--- src/rtl/hzd_pkg.sv ---
package hzd_pkg;
  localparam int OPC_W = 7;

  typedef enum logic [1:0] {
    JK_NONE = 2'd0,
    JK_JAL  = 2'd2,
    JK_JALR = 2'd3
  } jump_kind_e;

  localparam logic [OPC_W-1:0] OPC_JAL  = 7'b1101111;
  localparam logic [OPC_W-1:0] OPC_JALR = 7'b1100111;
endpackage

--- src/rtl/hzd_jump_decode.sv ---
module hzd_jump_decode
  import hzd_pkg::*;
(
  input  logic [OPC_W-1:0] opcode,
  output logic [1:0]       kind
);
  jump_kind_e k;

  always_comb begin
    case (opcode)
      OPC_JAL:  k = JK_JAL;
      OPC_JALR: k = JK_JALR;
      default:  k = JK_NONE;
    endcase
  end

  assign kind = k;
endmodule

--- src/rtl/hzd_load_use.sv ---
module hzd_load_use #(
  parameter int REG_AW   = 5,
  parameter int NSRC     = 2,
  parameter bit X0_GUARD = 1'b1
) (
  input  logic [NSRC-1:0][REG_AW-1:0] srcs,
  input  logic [REG_AW-1:0]           dst,
  input  logic                        dst_is_load,
  output logic                        stall
);
  logic [NSRC-1:0] hit;
  logic            dst_live;

  generate
    if (X0_GUARD) begin : g_guard
      assign dst_live = |dst;
    end else begin : g_noguard
      assign dst_live = 1'b1;
    end
  endgenerate

  for (genvar i = 0; i < NSRC; i++) begin : g_cmp
    assign hit[i] = (srcs[i] == dst);
  end

  assign stall = dst_is_load & dst_live & (|hit);
endmodule

--- src/rtl/hzd_flush.sv ---
module hzd_flush (
  input  logic       br_taken,
  input  logic [1:0] kind,
  output logic       flush
);
  assign flush = br_taken | (|kind);
endmodule

--- src/rtl/hazard_ctrl.sv ---
module hazard_ctrl
  import hzd_pkg::*;
#(
  parameter int REG_AW   = 5,
  parameter bit X0_GUARD = 1'b1
) (
  input  logic [REG_AW-1:0] dec_rs1,
  input  logic [REG_AW-1:0] dec_rs2,
  input  logic [OPC_W-1:0]  dec_opcode,
  input  logic [REG_AW-1:0] ex_rd,
  input  logic              ex_is_load,
  input  logic              br_taken,
  output logic              bubble_sel,
  output logic              pc_we,
  output logic              ifid_we,
  output logic              ifid_flush,
  output logic [1:0]        jump_kind
);
  localparam int NSRC = 2;

  logic [NSRC-1:0][REG_AW-1:0] srcs;
  logic                        stall;
  logic [1:0]                  kind;

  assign srcs[0] = dec_rs1;
  assign srcs[1] = dec_rs2;

  hzd_load_use #(
    .REG_AW  (REG_AW),
    .NSRC    (NSRC),
    .X0_GUARD(X0_GUARD)
  ) u_lu (
    .srcs       (srcs),
    .dst        (ex_rd),
    .dst_is_load(ex_is_load),
    .stall      (stall)
  );

  hzd_jump_decode u_jd (
    .opcode(dec_opcode),
    .kind  (kind)
  );

  hzd_flush u_fl (
    .br_taken(br_taken),
    .kind    (kind),
    .flush   (ifid_flush)
  );

  assign bubble_sel = stall;
  assign pc_we      = ~stall;
  assign ifid_we    = ~stall;
  assign jump_kind  = kind;
endmodule

--- config.mk ---
export PLATFORM = sky130hd
export DESIGN_NAME = hazard_ctrl
export DESIGN_NICKNAME = d
export VERILOG_FILES = /design/src/rtl/hzd_pkg.sv /design/src/rtl/hzd_jump_decode.sv /design/src/rtl/hzd_load_use.sv /design/src/rtl/hzd_flush.sv /design/src/rtl/hazard_ctrl.sv
export SDC_FILE = /design/constraint.sdc
export NUM_CORES = 1
export LEC_CHECK = 0
export BUFFER_PORTS_ARGS = -buffer_cell sky130_fd_sc_hd__buf_2
export CORE_AREA = 4 4 41 43
export DETAILED_ROUTE_END_ITERATION = 10
export DIE_AREA = 0 0 45 47
export PLACE_DENSITY = 0.56
export SETUP_SLACK_MARGIN = 0.2
export SLEW_MARGIN = 20
export SYNTH_ARGS = -nofsm -noshare
export SYNTH_HDL_FRONTEND = slang
export SYNTH_SLANG_ARGS = --single-unit
--- constraint.sdc ---
create_clock -name vclk -period 1.5
set_input_delay 0.3 -clock vclk [all_inputs]
set_output_delay 0.3 -clock vclk [all_outputs]
set_load 0.01 [all_outputs]
==> impl_metrics.yaml, run 1 <==
timing:
  tns_ps: -225
  grt_setup_unrepaired: "yes"
  fin_ws_ps: -78.8
  hold_viol: 0
  min_period_ps: 1580
  fin_hold_ws_ps: 830
  worst_slew_pin_slew_ps: 177
  finalCritPeriodShare: 1.05
  fmax_ghz: 0.633
  final-max-slew-violation-count: 0
  relSlewSlack: 0.881
  setup_viol: 3
die:
  std_cell_rows: 13
  die_h_um: 47
  core_area_um2: 1300
  ioPinCount: 30
  start_util: 0.134
  die_w_um: 45
  die_area_um2: 2120
routing:
  drt_iter0_markers: 0
  avgViaCountPerCell: 3.91
  post_drt_wl_per_cell_um: 8.97
  antenna_left: 0
  num_vias: 270
  drc: 0
  drt_wl_total_um: 619
  dr.pass1.iters: 1
worst_setup_path:
  path_max_fanout: 2
  crit_type: "in2out"
  start_kind: "primary input"
  worst_ep_arrival_time_ps: 1280
  cp_data_required_time_ps: 1200
  end_kind: "primary output"
logic_synthesis:
  synth.area.top_cells: "xnor2_1 50%, or4_4 6.5%, nand3_1 5.8%, o211a_1 5.8%, buf_4 4.3%"
  ys_seq_area_frac: 0
  synth_area_um2: 174
  synth_top_cell_area_share: 0.504
  synthCells: 23
  synth_cell_types: 12
  syn-num-nets: 47
  avgSynthCellArea_um2: 7.56
  yosysTopAreaCell: "xnor2_1"
  yosysWarningCount: 0
job:
  maxCapViolCount: 0
run_status:
  status: "finished, violations left"
  violations: "setup timing"
power:
  p_int_mw: 0.0619
  p_sw_mw: 0.0352
  p_sw_frac: 0.363
  pwr-share-comb: 1.000
  leakage_nw: 0.191
  seqPwrFrac: 0
  irDropWorstVdd_mv: 0.0905
  power_density_nw_per_um2: 247
  p_total_mw: 0.0972
  clkPwrFrac: 0
grt:
  grt_pass1_wl_um: 828
  overflow: 0
  antenna_found_initial: 0
  grt_pass1_vias: 233
  track_usage: 0.0480
  grt_max_degree: 5
hold_path:
  min_path_type: "in2out"
cells_and_area:
  clock_buffers: 0
  regArea_um2: 0
  final_common_cell: "buf_2"
  n_antenna_cell: 0
  final_cell_mix: "25 x buf_2, 10 x xnor2_1, 5 x buf_6"
  num-nets-final: 80
  layout-drive-gt1-share: 0.667
  seq_cells: 0
  final_util: 0.302
  area_delta_synth_final_pct: 126
placed_design:
  dp_slack_ps: -108
  port_buffers: 30
  routabilityCongestion: 0.668
clock_tree:
  post_cts_buffers: 0
-- power groups by stage --
stage	clock network (mW)	registers [mW]	logic [mW]
finish	0	0	0.0972
global route	0	0	0.106
global placement	0	0	0.0869
CTS	0	0	0.0913
floorplan	0	0	0.0390
detailed placement	0	0	0.0875
-- per-stage QoR --
| step | instances | instance area, um2 |
|---|---|---|
| 6_report | 69 | 393 |
| 5_1_grt | 69 | 393 |
| 4_1_cts | 69 | 368 |
| 3_5_place_dp | 69 | 355 |
| 3_3_place_gp | 69 | 355 |
| 2_1_floorplan | 23 | 179 |
-- synthesized netlist by cell type --
library cell / count
nand4_1: 1
nor2b_1: 1
nand3_1: 2
nor3b_1: 1
or4_4: 1
or2_2: 1
o211a_1: 1
buf_4: 1
nand2_1: 2
xnor2_1: 10
o211ai_1: 1
o22ai_1: 1
-- path summary, 6_finish.rpt --
kind  cells after the start  slack, ps            to     startpoint
max                       4        -80       ifid_we       ex_rd[0]
min                       3        830  jump_kind[0]  dec_opcode[3]
-- metal layers --
layer	up-vias	GRT usage	share of wire
met1	103	0.0584	0.35
met4	0	0	0
met5	-	0	0
li1	143	-	-
met3	0	0.0115	0.26
met2	24	0.0904	0.40
-- what timing repair did --
action / CTS / global route
endpoints found under the setup margin: 3 / 5
hold buffers: 0 / 0
resized for setup: 2 / 4
pin swaps: 0 / 2
-- layout make-up --
type                            instances  area [um2]
Tap cell                               15        18.8
Timing Repair Buffer                   32         196
Fill cell                             152         908
Multi-Input combinational cell         22         178
-- worst max-delay path: stages --
cell	delay [ps]
buf_6	90
or4_4	530
o211ai_1	200
buf_2	160
-- cell families after synthesis --
logic type,Yosys count,synth area share
xor+xnor,10,0.504
compound gates,3,0.137
buf+inv,1,0.0432
simple gates,9,0.317
Power figures use the tool's default switching activity.
==> run 2: changes to the inputs <==
Clock period 1.5 ns to 1.85 ns, I/O delays scaled along.
==> impl_metrics.yaml, run 2 (synthesized netlist as in run 1, its figures left out) <==
run_status:
  status: "complete, no violations"
grt:
  grt_max_degree: 5
  track_usage: 0.0480
  top_usage_layer: "met2"
  grt_use_met1: 0.0494
  antenna_found_initial: 0
  met3_usage: 0.0230
  grt_pass1_vias: 233
  grt_pass1_wl_um: 821
  grtUsageMet2: 0.0932
  overflow: 0
cells_and_area:
  n_antenna_cell: 0
  num-nets-final: 82
  layout-drive-gt1-share: 0.679
  multi_input_area_um2: 180
  regArea_um2: 0
  final_cell_mix: "28 x buf_2, 9 x xnor2_1, 4 x buf_4"
  final_common_cell: "buf_2"
  clock_buffers: 0
  area_delta_synth_final_pct: 129
  fin_area_um2: 399
  seq_cells: 0
  num-fill-cells: 153
placed_design:
  routabilityCongestion: 0.697
  port_buffers: 30
  dpl-instance-area_um2: 335
routing:
  drt_wl_total_um: 611
  num_vias: 285
  drc: 0
  avgViaCountPerCell: 4.01
  drt_iter0_markers: 1
  dr.pass1.iters: 3
  antenna_left: 0
  post_drt_wl_per_cell_um: 8.61
worst_setup_path:
  crit_type: "in2out"
  end_kind: "primary output"
  worst_ep_arrival_time_ps: 1350
  start_kind: "primary input"
  crit_start: "ex_rd[3]"
  path_max_fanout: 3
  cp_data_required_time_ps: 1480
power:
  p_int_mw: 0.0518
  power_density_nw_per_um2: 203
  p_sw_frac: 0.362
  clkPwrFrac: 0
  p_sw_mw: 0.0294
  seqPwrFrac: 0
  irDropWorstVdd_mv: 0.0846
  p_total_mw: 0.0812
  leakage_nw: 0.201
  pwr-share-comb: 1.000
die:
  die_w_um: 45
  die_h_um: 47
  std_cell_rows: 13
  core_area_um2: 1300
  start_util: 0.134
  ioPinCount: 30
  die_area_um2: 2120
timing:
  grt_setup_unrepaired: "yes"
  min_period_ps: 1720
  worst_slew_pin_slew_ps: 255
  hold_viol: 0
  relSlewSlack: 0.830
  finalCritPeriodShare: 0.928
  final-max-slew-violation-count: 0
  tns_ps: 0
  fmax_ghz: 0.582
  setup_viol: 0
hold_path:
  hp-start: "dec_opcode[3]"
  min_path_type: "in2out"
job:
  maxCapViolCount: 0
clock_tree:
  postCtsHoldBufs: 0
==> run 2: power groups by stage <==
stage / clock network (mW) / logic [mW] / registers, mW
floorplan: 0 / 0.0313 / 0
detailed placement: 0 / 0.0670 / 0
CTS: 0 / 0.0740 / 0
global route: 0 / 0.0892 / 0
finish: 0 / 0.0812 / 0
global placement: 0 / 0.0668 / 0
==> run 2: area by class of cell <==
cell class / count / area share
timing repair buffer: 34 / 0.502
tap: 15 / 0.0470
multi-input combinational: 22 / 0.451
==> run 2: worst paths after layout <==
path,cells past startpoint,to,slack [ps]
worst min-delay path,3,jump_kind[0],970
worst max-delay path,4,ifid_we,130
==> run 2: worst max-delay path, stage by stage <==
cell and delay [ps]:
buf_8 100, or4_4 520, o211ai_1 190, buf_2 160
==> run 2: stage by stage <==
step | worst slack, ps | std cells | util | hold slack, ps
4_1_cts | 105 | 69 | 0.282 | 973
3_3_place_gp | 106 | 67 | 0.258 | 968
3_5_place_dp | 86.4 | 67 | 0.258 | 973
6_report | 133 | 71 | 0.307 | 971
2_1_floorplan | 113 | 23 | - | 786
5_1_grt | 69.8 | 71 | 0.307 | 987
==> run 2: timing repair <==
action,CTS,global route
pin swaps,2,3
gates cloned,0,0
gates resized for setup,5,3
setup buffers,2,2
setup endpoints to repair,3,3
==> run 2: metal layers <==
| metal | up-vias | routed length (um) |
|---|---|---|
| met5 | - | 0 |
| met4 | 0 | 0 |
| met3 | 0 | 172 |
| met2 | 24 | 242 |
| met1 | 114 | 196 |
| li1 | 147 | - |
==> run 3: changes to the inputs <==
==> constraint.sdc (replaced) <==
create_clock -name vclk -period 1.85
set_input_delay 0.185 -clock vclk [all_inputs]
set_output_delay 0.185 -clock vclk [all_outputs]
set_load 0.01 [all_outputs]
==> impl_metrics.yaml, run 3 (synthesized netlist as in run 1, its figures left out) <==
die:
  ioPinCount: 30
  die_w_um: 45
  core_area_um2: 1300
  start_util: 0.134
  std_cell_rows: 13
  die_h_um: 47
  die_area_um2: 2120
routing:
  num_vias: 269
  post_drt_wl_per_cell_um: 8.93
  avgViaCountPerCell: 4.01
  drt_wl_total_um: 598
  antenna_left: 0
  drt_iter0_markers: 2
  dr.pass1.iters: 4
  drc: 0
worst_setup_path:
  max_stage_delay_ps: 540
  cpLargestDelayFamily: "simple AND/OR/NAND/NOR gates"
  crit_buf_inv: 2
  start_kind: "primary input"
  cp_data_required_time_ps: 1660
  crit_top_cell: "buf_2"
  crit_type: "in2out"
  worst_ep_arrival_time_ps: 1200
  end_kind: "primary output"
  cp_slowest_cell: "or4_4"
  path_cells: "buf_2 -> or4_4 -> o211a_1 -> buf_2"
  path_max_fanout: 3
cells_and_area:
  layout-drive-gt1-share: 0.615
  regArea_um2: 0
  multi_input_area_um2: 166
  final_cell_mix: "30 x buf_2, 10 x xnor2_1, 2 x nand3_1, 2 x nand2_1"
  n_antenna_cell: 0
  area_delta_synth_final_pct: 92.8
  seq_cells: 0
  num-nets-final: 78
  clock_buffers: 0
  num-fill-cells: 149
  final_util: 0.258
  final_common_cell: "buf_2"
timing:
  fin_hold_ws_ps: 599
  min_period_ps: 1390
  tns_ps: 0
  fmax_ghz: 0.721
  hold_viol: 0
  finalCritPeriodShare: 0.750
  grt_setup_unrepaired: "no"
  setup_viol: 0
  final-max-slew-violation-count: 0
  relSlewSlack: 0.827
  worst_slew_pin_slew_ps: 260
power:
  clkPwrFrac: 0
  p_sw_frac: 0.395
  p_sw_mw: 0.0262
  irDropWorstVdd_mv: 0.0689
  leakage_nw: 0.168
  power_density_nw_per_um2: 198
  seqPwrFrac: 0
  pwr-share-comb: 1.000
  p_int_mw: 0.0401
  p_total_mw: 0.0663
clock_tree:
  postCtsHoldBufs: 0
  post_cts_buffers: 0
  cts_resized: 0
job:
  maxCapViolCount: 0
hold_path:
  min_path_type: "in2out"
grt:
  grt_pass1_vias: 235
  track_usage: 0.0464
  overflow: 0
  grt_max_degree: 5
  antenna_found_initial: 0
  grt_pass1_wl_um: 793
run_status:
  status: "complete, no violations"
placed_design:
  routabilityCongestion: 0.638
  dp_hpwl_um: 578
  port_buffers: 30
[run 3: cell types whose count changed in the layout (fill, tap and decap cells not counted), sizes merged]
cell,before,now
buf,34,30
[run 3: tightest hold or removal path, cell delays in order]
cell,delay (ps)
buf_2,70
nor2b_1,30
buf_2,120
[run 3: through the flow]
stage | cells | worst slack [ps] | cell area (um2)
6_report | 67 | 463 | 335
5_1_grt | 67 | 383 | 335
4_1_cts | 67 | 459 | 335
3_5_place_dp | 67 | 459 | 335
3_3_place_gp | 67 | 468 | 335
2_1_floorplan | 23 | 483 | 174
[run 3: layout make-up]
| cell class | instances | share of cell area |
|---|---|---|
| multi-input combinational | 22 | 0.496 |
| tap | 15 | 0.0560 |
| timing repair buffer | 30 | 0.448 |
[run 3: routing by layer]
metal	GRT usage	vias up	wire (um)
li1	-	139	-
met1	0.0584	103	229
met2	0.0819	27	198
met3	0.0153	0	171
met4	0	0	0
met5	0	-	0
[run 3: power groups by stage]
| stage | combinational (mW) | clock [mW] | sequential [mW] |
|---|---|---|---|
| 2_1_floorplan | 0.0313 | 0 | 0 |
| 3_3_place_gp | 0.0671 | 0 | 0 |
| 3_5_place_dp | 0.0674 | 0 | 0 |
| 4_1_cts | 0.0676 | 0 | 0 |
| 5_1_grt | 0.0727 | 0 | 0 |
| 6_report | 0.0663 | 0 | 0 |
[run 3: final timing paths]
check / slack [ps] / to / startpoint / cells after the start
worst max-delay path: 460 / bubble_sel / ex_rd[0] / 4
worst min-delay path: 600 / jump_kind[0] / dec_opcode[3] / 3
